**config.mk**
```make
export PLATFORM = sky130hd
export DESIGN_NAME = uart_rxq
export DESIGN_NICKNAME = d
export VERILOG_FILES = /design/src/rtl/uart_rxq_pkg.sv /design/src/rtl/uart_rxq_store.sv /design/src/rtl/uart_rxq_idle.sv /design/src/rtl/uart_rxq_flags.sv /design/src/rtl/uart_rxq.sv
export SDC_FILE = /design/constraint.sdc
export NUM_CORES = 1
export LEC_CHECK = 0
export ABC_AREA = 1
export BUFFER_PORTS_ARGS = -buffer_cell sky130_fd_sc_hd__buf_2
export CAP_MARGIN = 40
export CORE_MARGIN = 5
export CORE_UTILIZATION = 60
export CTS_BUF_LIST = sky130_fd_sc_hd__clkbuf_4
export CTS_CLUSTER_SIZE = 10
export DETAILED_ROUTE_END_ITERATION = 10
export GPL_TIMING_DRIVEN = 0
export HOLD_SLACK_MARGIN = 0.15
export PLACE_DENSITY = 0.8
export RECOVER_POWER = 25
export SYNTH_ARGS = -nofsm -noshare
export SYNTH_HDL_FRONTEND = slang
export SYNTH_SLANG_ARGS = --single-unit
```
**constraint.sdc**
```tcl
create_clock -name clk -period 4.45 [get_ports clk]
set_input_delay 0.6675 -clock clk [delete_from_list [all_inputs] [get_ports clk]]
set_output_delay 0.6675 -clock clk [all_outputs]
set_load 0.01 [all_outputs]
```
**src/rtl/uart_rxq_pkg.sv**
```systemverilog
package uart_rxq_pkg;

  typedef enum logic [2:0] {
    THR_ANY  = 3'd0,
    THR_QTR  = 3'd1,
    THR_HALF = 3'd2,
    THR_3QTR = 3'd3,
    THR_FULL = 3'd4
  } thr_code_e;

  // Fill level at which the threshold request asserts for a given code.
  function automatic logic [31:0] thr_fill(input logic [2:0] code,
                                           input logic [31:0] depth);
    case (code)
      THR_ANY:  thr_fill = 32'd1;
      THR_QTR:  thr_fill = depth / 4;
      THR_HALF: thr_fill = depth / 2;
      THR_3QTR: thr_fill = (depth * 3) / 4;
      default:  thr_fill = depth;
    endcase
  endfunction

endpackage

```
**src/rtl/uart_rxq_store.sv**
```systemverilog
module uart_rxq_store #(
  parameter int DEPTH  = 32,
  parameter int DATA_W = 8,
  localparam int AW    = $clog2(DEPTH),
  localparam int LW    = AW + 1
) (
  input  logic              clk,
  input  logic              rst_n,
  input  logic              wr_en,
  input  logic [DATA_W-1:0] wr_data,
  input  logic              rd_en,
  output logic [DATA_W-1:0] rd_data,
  output logic [LW-1:0]     count
);

  logic [DATA_W-1:0] mem [DEPTH];
  logic [AW-1:0]     wr_ptr;
  logic [AW-1:0]     rd_ptr;

  always_ff @(posedge clk) begin
    if (wr_en) mem[wr_ptr] <= wr_data;
  end

  always_ff @(posedge clk) begin
    if (!rst_n) begin
      wr_ptr <= '0;
      rd_ptr <= '0;
      count  <= '0;
    end else begin
      if (wr_en) wr_ptr <= wr_ptr + 1'b1;
      if (rd_en) rd_ptr <= rd_ptr + 1'b1;
      case ({wr_en, rd_en})
        2'b10:   count <= count + 1'b1;
        2'b01:   count <= count - 1'b1;
        default: count <= count;
      endcase
    end
  end

  assign rd_data = mem[rd_ptr];

endmodule

```
**src/rtl/uart_rxq_idle.sv**
```systemverilog
module uart_rxq_idle #(
  parameter int LIMIT = 160,
  localparam int CW   = $clog2(LIMIT + 1)
) (
  input  logic clk,
  input  logic rst_n,
  input  logic arrive,
  input  logic pop,
  input  logic empty,
  output logic tmo
);

  logic [CW-1:0] idle_cnt;

  always_ff @(posedge clk) begin
    if (!rst_n) begin
      idle_cnt <= '0;
      tmo      <= 1'b0;
    end else begin
      if (arrive || pop || empty)      idle_cnt <= '0;
      else if (idle_cnt != CW'(LIMIT)) idle_cnt <= idle_cnt + 1'b1;

      if (pop)
        tmo <= 1'b0;
      else if (!empty && !arrive && idle_cnt == CW'(LIMIT - 1))
        tmo <= 1'b1;
    end
  end

endmodule

```
**src/rtl/uart_rxq_flags.sv**
```systemverilog
module uart_rxq_flags
  import uart_rxq_pkg::*;
#(
  parameter int DEPTH = 32,
  localparam int LW   = $clog2(DEPTH) + 1
) (
  input  logic          clk,
  input  logic          rst_n,
  input  logic [LW-1:0] count,
  input  logic [2:0]    thr_sel,
  input  logic          drop,
  input  logic          status_rd,
  output logic          lvl_req,
  output logic          ovf
);

  logic [LW-1:0] thr_now;

  assign thr_now = LW'(thr_fill(thr_sel, 32'(DEPTH)));
  assign lvl_req = (count >= thr_now);

  always_ff @(posedge clk) begin
    if (!rst_n)         ovf <= 1'b0;
    else if (drop)      ovf <= 1'b1;
    else if (status_rd) ovf <= 1'b0;
  end

endmodule

```
**src/rtl/uart_rxq.sv**
```systemverilog
module uart_rxq #(
  parameter int DEPTH        = 32,
  parameter int DATA_W       = 8,
  parameter int CLK_PER_BIT  = 4,
  parameter int BITS_PER_CHR = 10,
  parameter int IDLE_CHARS   = 4
) (
  input  logic                   clk,
  input  logic                   rst_n,
  input  logic                   in_valid,
  input  logic [DATA_W-1:0]      in_data,
  output logic                   out_valid,
  input  logic                   out_ready,
  output logic [DATA_W-1:0]      out_data,
  input  logic [2:0]             thr_sel,
  input  logic                   status_rd,
  output logic [$clog2(DEPTH):0] level,
  output logic                   overflow,
  output logic                   irq_level,
  output logic                   irq_timeout,
  output logic                   irq
);

  localparam int LW        = $clog2(DEPTH) + 1;
  localparam int IDLE_CYCS = CLK_PER_BIT * BITS_PER_CHR * IDLE_CHARS;

  logic          pop, full, empty, push_ok, drop;
  logic [LW-1:0] count;

  assign empty   = (count == '0);
  assign full    = (count == LW'(DEPTH));
  assign pop     = out_ready && !empty;
  assign push_ok = in_valid && (!full || pop);
  assign drop    = in_valid && full && !pop;

  uart_rxq_store #(.DEPTH(DEPTH), .DATA_W(DATA_W)) u_store (
    .clk     (clk),
    .rst_n   (rst_n),
    .wr_en   (push_ok),
    .wr_data (in_data),
    .rd_en   (pop),
    .rd_data (out_data),
    .count   (count)
  );

  uart_rxq_idle #(.LIMIT(IDLE_CYCS)) u_idle (
    .clk    (clk),
    .rst_n  (rst_n),
    .arrive (in_valid),
    .pop    (pop),
    .empty  (empty),
    .tmo    (irq_timeout)
  );

  uart_rxq_flags #(.DEPTH(DEPTH)) u_flags (
    .clk       (clk),
    .rst_n     (rst_n),
    .count     (count),
    .thr_sel   (thr_sel),
    .drop      (drop),
    .status_rd (status_rd),
    .lvl_req   (irq_level),
    .ovf       (overflow)
  );

  assign out_valid = !empty;
  assign level     = count;
  assign irq       = irq_level || irq_timeout;

endmodule

```
==> results of run 1 <==
==> sequential cells by signal, indices dropped and copies added, names as in the netlist, named ones only <==
signal,count
u_store.count,6
u_idle.tmo,1
u_store.mem,256
u_flags.ovf,1
u_idle.idle_cnt,8
u_store.wr_ptr,5
u_store.rd_ptr,5
==> final cells by class <==
class / count / area, um2 / area share
clock buffers: 102 / 766 / 0.0574
repair buffers: 51 / 289 / 0.0217
clock inverters: 23 / 88.8 / 0.00666
inverters: 45 / 193 / 0.0145
plain buffers: 53 / 254 / 0.0191
multi-input cells: 585 / 3100 / 0.232
diodes: 1 / 2.50 / 0.000188
well taps: 265 / 332 / 0.0249
flip-flops and latches: 287 / 8310 / 0.623
==> stage by stage <==
step | hold slack, ps | utilization | setup slack, ps
3_3_place_gp | 450 | 0.635 | 1340
2_1_floorplan | 439 | - | 2140
6_report | 260 | 0.685 | 707
3_5_place_dp | 458 | 0.641 | 1510
4_1_cts | 228 | 0.684 | 771
5_1_grt | 261 | 0.685 | 580
==> layer usage <==
| layer | track usage | vias up | wire length (um) |
|---|---|---|---|
| li1 | - | 3870 | - |
| met1 | 0.362 | 4013 | 11000 |
| met2 | 0.437 | 678 | 14300 |
| met3 | 0.0701 | 92 | 4010 |
| met4 | 0.124 | 0 | 983 |
| met5 | 0 | - | 0 |
==> worst max-delay path, stage by stage (launching register included) <==
cell      delay [ps]
dfxtp_1          450
buf_4            230
clkbuf_1         480
o21ai_0          220
o221ai_1         250
nand3_1          100
o21ai_1          180
nor2_1           150
a21oi_1          190
buf_2            170
==> worst max path at each step <==
stage / slack, ps / end
6_report: 710 / out_data[0]
5_1_grt: 580 / out_data[0]
4_1_cts: 770 / out_data[0]
3_5_place_dp: 1510 / out_data[0]
3_3_place_gp: 1340 / u_store.mem[31][7]$_DFFE_PP_
2_1_floorplan: 2140 / irq
==> layout by cell type, fill, tap and decap left out, types with 2 or more instances in the layout <==
cell,n
nand2_1,45
buf_6,2
nand2_4,3
o22ai_1,18
nor2_2,4
nand4_1,11
o21ai_1,21
clkbuf_4,102
ha_1,12
nand3_4,2
inv_2,6
buf_2,41
o221ai_1,46
nand3b_1,2
o21a_1,2
nor2_1,197
edfxtp_1,256
nand3_1,31
xor2_1,3
dfxtp_1,31
clkinv_1,19
a31oi_1,7
o21ai_0,134
nor2_8,2
o21ai_2,3
nor4_1,2
inv_1,38
clkinv_2,2
clkbuf_1,38
a21oi_1,18
buf_4,23
nand2_2,3
or2_2,2
nor3_1,7
==> cells in the mapped netlist (7+ instances only) <==
master	instances	area, um2
nor3_1	8	40.0
o21ai_0	134	671
inv_1	38	143
o22ai_1	18	113
ha_1	12	150
nand2_1	45	169
a21oi_1	18	90.1
edfxtp_1	256	7690
o21ai_1	21	105
buf_2	14	70.1
nand3_1	31	155
nand4_1	11	68.8
clkbuf_1	31	116
o221ai_1	46	403
dfxtp_1	31	621
nor2_1	197	739
a31oi_1	7	43.8
==> where the power goes <==
part / internal (mW) / leakage, nW / switching (mW) / total (mW)
combinational: 0.349 / 1.55 / 0.822 / 1.17
sequential: 2.97 / 2.56 / 0.0411 / 3.01
clock: 1.06 / 0.518 / 1.02 / 2.07
==> cell families after synthesis <==
logic type                 Yosys count  synth area share
and+or+nand+nor                    317             0.119
DFF                                287             0.701
AOI/OAI and AO/OA                  252             0.126
buffers and inverters               98            0.0377
adders and majority gates           12            0.0127
xor gates and xnor gates             4           0.00296
==> results_dict.tcl, run 1 <==
set metrics [dict create \
    stdcell_count 1412 \
    critPathArrivalTime_ps 3080 \
    grt_pass1_vias 8388 \
    finalInstanceArea_um2 13300 \
    clockBufferDepth 3 \
    synthFlopType "edfxtp_1" \
    slew_violations 0 \
    grt_first_pass_wirelength_um 46700 \
    critPathCaptureType "primary output" \
    cts.reportedPaths.clkPinSlew_ps 70 \
    ys_seq_area_frac 0.701 \
    synth_async_sr_flop_share 0 \
    maxSlewHeadroom 0.0183 \
    hold-path-cell-count 4 \
    rows 51 \
    grt_max_degree 33 \
    gp_congestion 0.911 \
    initial_core_util 0.609 \
    vias 8653 \
    cts_resized 0 \
    yosys_warnings 0 \
    clock.fmax_mhz 267 \
    drive_above_1_share 0.177 \
    fp.dieW_um 151 \
    holdCritStartpoint "status_rd" \
    layout.nets 1123 \
    cts_max_level 3 \
    r2r_slack_ps 1880 \
    pin_count 35 \
    wirelength_um 30300 \
    synth_cell_types 44 \
    tns_ps 0 \
    syn_inst 970 \
    drc_errors 0 \
    worst_slew_pin_slew_ps 1470 \
    cp-start-kind "register" \
    synth_enable_flop_cells 256 \
    period_needed_ps 3740 \
    ys_ff_latch 287 \
    cts-root-buf "clkbuf_4" \
    clock_sinks 287 \
    status "complete, no violations" \
    setup-violations-final 0 \
    grt_overflow_total 0 \
    fin_skew_ps 39.2 \
    cts_tree "done" \
    wl_per_cell_um 21.5 \
    firstDrtPassIters 6 \
    period_share 0.841 \
    ir_drop_mv 0.246 \
    clock_latency_ps 660 \
    drt_iter0_drc 1139 \
    holdPathEnd "u_flags.ovf$_SDFFE_PN0P_" \
    synth_fp_nets 998 \
    hold_class "in -> reg" \
    numCtsBuffers 72 \
    max_cap_viol_count 0 \
    synth_area_per_cell_um2 12.2 \
    syn_to_final_growth_pct 12.5 \
    dpl-instance-area_um2 12500 \
    rsz0062_at_grt "no" \
    dp_cells 1284 \
    r2r_end "u_store.mem[16][5]$_DFFE_PP_" \
    design.core.area_um2 19500 \
    vias_per_cell 6.13 \
    io_buffers 34 \
    worst_r2r_path_depth 8 \
    ant_nets 0 \
    p_total_mw 6.26 \
    antenna_found_initial 1 \
    die_area_um2 22700 \
    cellLeakagePower_nw 4.63 \
    die_y_um 151 \
    hold_violations 0 \
    netlist_area_um2 11800 \
    cts_setup_buffers 0 \
    dpl.hpwl_um 20200 \
    required_ps 3780 \
    reg2reg_from "u_store.count[3]$_SDFFE_PN0P_" \
    track_usage 0.276 \
    nFillCells 1328 \
    cts_hold_buf 0 \
    worstSetupPathType "reg -> out" \
    power.density_nw_per_um2 469 \
    worstPathMaxFanout 10 \
]
Power figures use the tool's default switching activity.
==> run 2: changes to the inputs <==
CORE_UTILIZATION = 58   (was 60)
PLACE_DENSITY = 0.81   (was 0.8)
clock period = 3.2 ns   (was 4.45 ns; I/O delays follow)
==> run 2 against run 1 <==
The run now ends with capacitance limit, slew limit left. Hold slack improved by 48 ps. Core utilization shrank 1.7 points. Routed wire length up 4.1%. Total power up 45%. Global-route usage shrank 0.92 points. Highest routed layer unchanged.
==> results_dict.tcl, run 2 (synthesis gave the netlist of run 1 again) <==
set metrics [dict create \
    drt_iter0_drc 1254 \
    fp.dieW_um 153 \
    antenna_found_initial 1 \
    die_y_um 153 \
    largest_reg_flops 256 \
    cts_max_level 3 \
    fin_skew_ps 74.5 \
    mostFrequentLayoutCells "256 x edfxtp_1, 193 x nor2_1, 123 x o21ai_0, 106 x clkbuf_4, 45 x nand2_1" \
    p_sw_frac 0.300 \
    vias_per_cell 6.16 \
    worst_slew_pin_slew_ps 1600 \
    worstSetupPathType "reg -> out" \
    grt_overflow_total 0 \
    pin_count 35 \
    period_needed_ps 3160 \
    power.density_nw_per_um2 672 \
    vias 8636 \
    period_share 0.987 \
    finalInstanceArea_um2 13500 \
    ir_drop_mv 0.355 \
    drc_errors 0 \
    critPathArrivalTime_ps 2680 \
    rsz0062_at_grt "yes" \
    status "complete, but fails checks" \
    track_usage 0.267 \
    cellLeakagePower_nw 4.69 \
    initial_core_util 0.587 \
    r2r_end "u_store.mem[29][0]$_DFFE_PP_" \
    r2r_slack_ps 580 \
    dpl-instance-area_um2 12400 \
    p_sw_mw 2.71 \
    power_frac_clock 0.337 \
    cts_tree "done" \
    dpl.hpwl_um 20100 \
    wl_per_cell_um 22.5 \
    stdcell_count 1401 \
    nFillCells 1459 \
    clock_sinks 287 \
    failed_checks "capacitance limit, slew limit" \
    reg_top3 "u_store.mem (256), u_idle.idle_cnt (8), u_store.count (6)" \
    regMostFlops "u_store.mem" \
    ant_nets 0 \
    regArea_um2 8310 \
    slew_violations 131 \
    power_frac_comb 0.200 \
    clockBufferDepth 3 \
    cp-start-kind "register" \
    layout.nets 1111 \
    design.core.area_um2 20200 \
    grt_max_degree 33 \
    maxSlewHeadroom -0.0690 \
    firstDrtPassIters 8 \
    reg2reg_from "u_store.count[4]$_SDFFE_PN0P_" \
    rows 52 \
    max_cap_viol_count 4 \
    intPower_mw 6.34 \
    grt_first_pass_wirelength_um 47400 \
    die_area_um2 23400 \
    grt_pass1_vias 8565 \
    setup-violations-final 0 \
    drive_above_1_share 0.197 \
    numCtsBuffers 69 \
    hold_violations 0 \
    multiInputGateArea_um2 3150 \
    wirelength_um 31600 \
    gp_congestion 0.939 \
    dp_cells 1279 \
    final_common_cell "edfxtp_1" \
    required_ps 2720 \
    clock_latency_ps 700 \
    hold_class "in -> reg" \
    critPathCaptureType "primary output" \
    clock.fmax_mhz 317 \
    worstPathMaxFanout 10 \
    cts-root-buf "clkbuf_4" \
    worst_r2r_path_depth 8 \
    syn_to_final_growth_pct 13.7 \
    io_buffers 34 \
    power_frac_seq 0.463 \
    cts.reportedPaths.clkPinSlew_ps 70 \
    crit_path_end "out_data[0]" \
]
run 2: changes by cell type in the layout (fill, tap and decap cells not counted), sizes merged:
cell         delta
buf            -10
bufinv          +3
clkbuf          -6
clkinv          -3
dlygate4sd3     +3
inv             -3
run 2: metrics by stage:
stage	power (mW)	setup slack [ps]	hold WS, ps	util	TNS [ps]
3_3_place_gp	5.86	333	448	0.613	0
2_1_floorplan	5.26	1010	439	-	0
3_5_place_dp	5.91	356	455	0.615	0
4_1_cts	8.92	-30.5	277	0.663	-30.5
5_1_grt	9.40	-25.9	322	0.668	-48.7
6_report	9.05	42.5	308	0.668	0
run 2: how the worst min path moves through the flow:
stage,startpoint,cells after the start,slack [ps],endpoint
after floorplan,u_idle.idle_cnt[7]$_SDFFE_PP0P_,2,440,u_idle.idle_cnt[7]$_SDFFE_PP0P_
after global placement,u_idle.idle_cnt[7]$_SDFFE_PP0P_,2,450,u_idle.idle_cnt[7]$_SDFFE_PP0P_
after detailed placement,u_flags.ovf$_SDFFE_PN0P_,2,460,u_flags.ovf$_SDFFE_PN0P_
after CTS,out_ready,5,280,u_store.count[4]$_SDFFE_PN0P_
after global routing,out_ready,5,320,u_store.count[4]$_SDFFE_PN0P_
final,out_ready,5,310,u_store.count[4]$_SDFFE_PN0P_
run 2: cell type report:
type | count | area share
antenna | 1 | 0.000186
clock inverter | 20 | 0.0114
sequential | 287 | 0.617
tap | 270 | 0.0251
inverter | 45 | 0.0143
multi-input combinational | 585 | 0.234
buffer | 52 | 0.0264
clock buffer | 98 | 0.0546
timing repair buffer | 43 | 0.0175
run 2: timing repair:
item / 4_1_cts / 5_1_grt
hold buffers: 3 / 0
pin swaps: 0 / 7
endpoints found under the hold margin: 6 / 0
buffers inserted: 0 / 0
endpoints found under the setup margin: 8 / 8
resized for setup: 31 / 58
run 2: power groups by stage:
stage,Combinational [mW],Clock [mW],Sequential (mW)
6_report,1.81,3.05,4.19
5_1_grt,1.92,3.29,4.19
4_1_cts,1.68,3.05,4.18
3_5_place_dp,1.64,0,4.26
3_3_place_gp,1.60,0,4.26
2_1_floorplan,1.00,0,4.26
run 2: critical path, stage by stage, from the launching register on:
cell,delay (ps)
dfxtp_1,350
buf_2,220
clkbuf_2,370
o21ai_0,170
o221ai_1,300
nand3_1,140
a21oi_2,250
buf_2,190
run 2: per-layer routing:
layer,track usage,part of all wire
met4,0.130,0.047
met3,0.0891,0.14
met2,0.421,0.46
met1,0.334,0.36
met5,0,0
==> run 3: changes to the inputs <==
CORE_ASPECT_RATIO = 0.8   (was default)
==> run 3 against run 2 <==
The flow finishes with violations (capacitance limit, slew limit, setup timing). Critical path depth grew 2. Critical path type unchanged. Hold slack worse by 5.5 ps. Clock-buffer cell count increased by 6. Largest power group unchanged. Critical endpoint unchanged.
==> results_dict.tcl, run 3 (synthesis gave the netlist of run 1 again) <==
set metrics [dict create \
    worst_r2r_path_depth 8 \
    gp_congestion 1.03 \
    wl_per_cell_um 23.7 \
    grt_max_degree 33 \
    cpMostUsedCell "buf_2" \
    max_stage_delay_ps 330 \
    cts_setup_buffers 0 \
    cts_tree "done" \
    clock_sinks 287 \
    r2r_end "u_store.mem[16][7]$_DFFE_PP_" \
    antenna_found_initial 1 \
    period_share 1.02 \
    die_y_um 138 \
    setup-violations-final 1 \
    layout.nets 1107 \
    worstSetupPathType "reg -> out" \
    cp-start-kind "register" \
    finalInstanceArea_um2 13500 \
    numCtsBuffers 68 \
    reg_top3 "u_store.mem (256), u_idle.idle_cnt (8), u_store.count (6)" \
    design.core.area_um2 20000 \
    p_total_mw 9.05 \
    largest_reg_flops 256 \
    die_area_um2 23400 \
    worstPathMaxFanout 10 \
    rows 46 \
    ant_nets 0 \
    rsz0062_at_grt "yes" \
    firstDrtPassIters 8 \
    final_common_cell "edfxtp_1" \
    clock.fmax_mhz 306 \
    hold-path-cell-count 5 \
    maxSlewHeadroom -0.0850 \
    whs_ps 303 \
    vias_per_cell 6.40 \
    reg2reg_from "u_store.count[3]$_SDFFE_PN0P_" \
    multiInputGateArea_um2 3170 \
    ir_drop_mv 0.298 \
    cts_max_level 3 \
    fin_skew_ps 39.6 \
    dpl-instance-area_um2 12400 \
    pin_count 35 \
    drc_errors 0 \
    hold_class "in -> reg" \
    mostFrequentLayoutCells "256 x edfxtp_1, 195 x nor2_1, 132 x o21ai_0, 113 x clkbuf_4, 45 x nand2_1" \
    dpl.hpwl_um 21400 \
    slew_violations 197 \
    r2r_slack_ps 470 \
    failed_checks "capacitance limit, slew limit, setup timing" \
    stdcell_count 1398 \
    holdPathEnd "u_store.count[4]$_SDFFE_PN0P_" \
    initial_core_util 0.593 \
    drt_iter0_drc 1551 \
    critPathArrivalTime_ps 2780 \
    drive_above_1_share 0.208 \
    final_util 0.674 \
    worst_slew_pin_slew_ps 1630 \
    grt_pass1_vias 8457 \
    io_buffers 34 \
    clockBufferDepth 3 \
    max_cap_viol_count 6 \
    dp_cells 1270 \
    clock_latency_ps 690 \
    regMostFlops "u_store.mem" \
    worstPathCellList "inv_1 > buf_2 > o21ai_0 > o221ai_1 > nand3_1 > o21ai_1 > nor2_2 > a21oi_1 > buf_2" \
    wirelength_um 33100 \
    grt_overflow_total 0 \
    syn_to_final_growth_pct 13.6 \
    slowest_stage "buf_2" \
    power.density_nw_per_um2 672 \
    setup_slack_ps -63.3 \
    cts-root-buf "clkbuf_4" \
    cellLeakagePower_nw 4.71 \
    critPathCaptureType "primary output" \
    regArea_um2 8310 \
    status "complete, but fails checks" \
    required_ps 2720 \
    vias 8952 \
    nFillCells 1393 \
    period_needed_ps 3260 \
    cts.reportedPaths.clkPinSlew_ps 70 \
    hold_violations 0 \
    grt_first_pass_wirelength_um 49400 \
    holdCritStartpoint "out_ready" \
    fp.dieW_um 170 \
    track_usage 0.286 \
]
-- run 3: layout make-up --
| class | count | area share |
|---|---|---|
| Antenna cell | 1 | 0.000186 |
| Buffer | 52 | 0.0259 |
| Clock buffer | 104 | 0.0580 |
| Clock inverter | 20 | 0.00781 |
| Inverter | 45 | 0.0143 |
| Multi-Input combinational cell | 585 | 0.236 |
| Sequential cell | 287 | 0.617 |
| Tap cell | 264 | 0.0245 |
| Timing Repair Buffer | 40 | 0.0160 |
-- run 3: worst max-delay path: cells and delay by family (launching register included) --
family,cells,cell delay [ps]
AO/OA/AOI/OAI,4,750
AND/OR/NAND/NOR,2,250
flip-flops,1,310
buffers and inverters,3,770
-- run 3: timing repair --
item / in CTS / in global routing
gates resized for setup: 39 / 35
endpoints found under the setup margin: 8 / 8
hold endpoints to repair: 5 / 0
pin swaps: 1 / 5
hold buffers: 3 / 0
-- run 3: stage by stage --
step | setup TNS [ps] | setup slack, ps
2_1_floorplan | 0 | 1010
3_3_place_gp | 0 | 458
3_5_place_dp | 0 | 425
4_1_cts | 0 | 4.82
5_1_grt | -104 | -23.9
6_report | -63.3 | -63.3
-- run 3: where the power goes --
group	switching (mW)	internal, mW	total [mW]
Clock	1.45	1.57	3.03
Sequential	0.0577	4.13	4.19
Combinational	1.28	0.550	1.83
-- run 3: per-layer routing --
layer | up-vias | global-route usage | wire length, um
met4 | 0 | 0.127 | 1410
met5 | - | 0 | 0
met2 | 767 | 0.406 | 14100
li1 | 3840 | - | -
met1 | 4194 | 0.397 | 12600
met3 | 151 | 0.108 | 4940
-- run 3: worst max-delay path by stage --
stage | startpoint | to | slack [ps] | cells after the start
5_1_grt | register | out_data[7] | -20 | 9
3_3_place_gp | register | out_data[5] | 460 | 7
2_1_floorplan | u_store.count[3]$_SDFFE_PN0P_ | u_store.mem[31][0]$_DFFE_PP_ | 1010 | 8
6_report | register | out_data[0] | -60 | 9
4_1_cts | register | out_data[1] | 5 | 8
3_5_place_dp | register | out_data[2] | 420 | 9
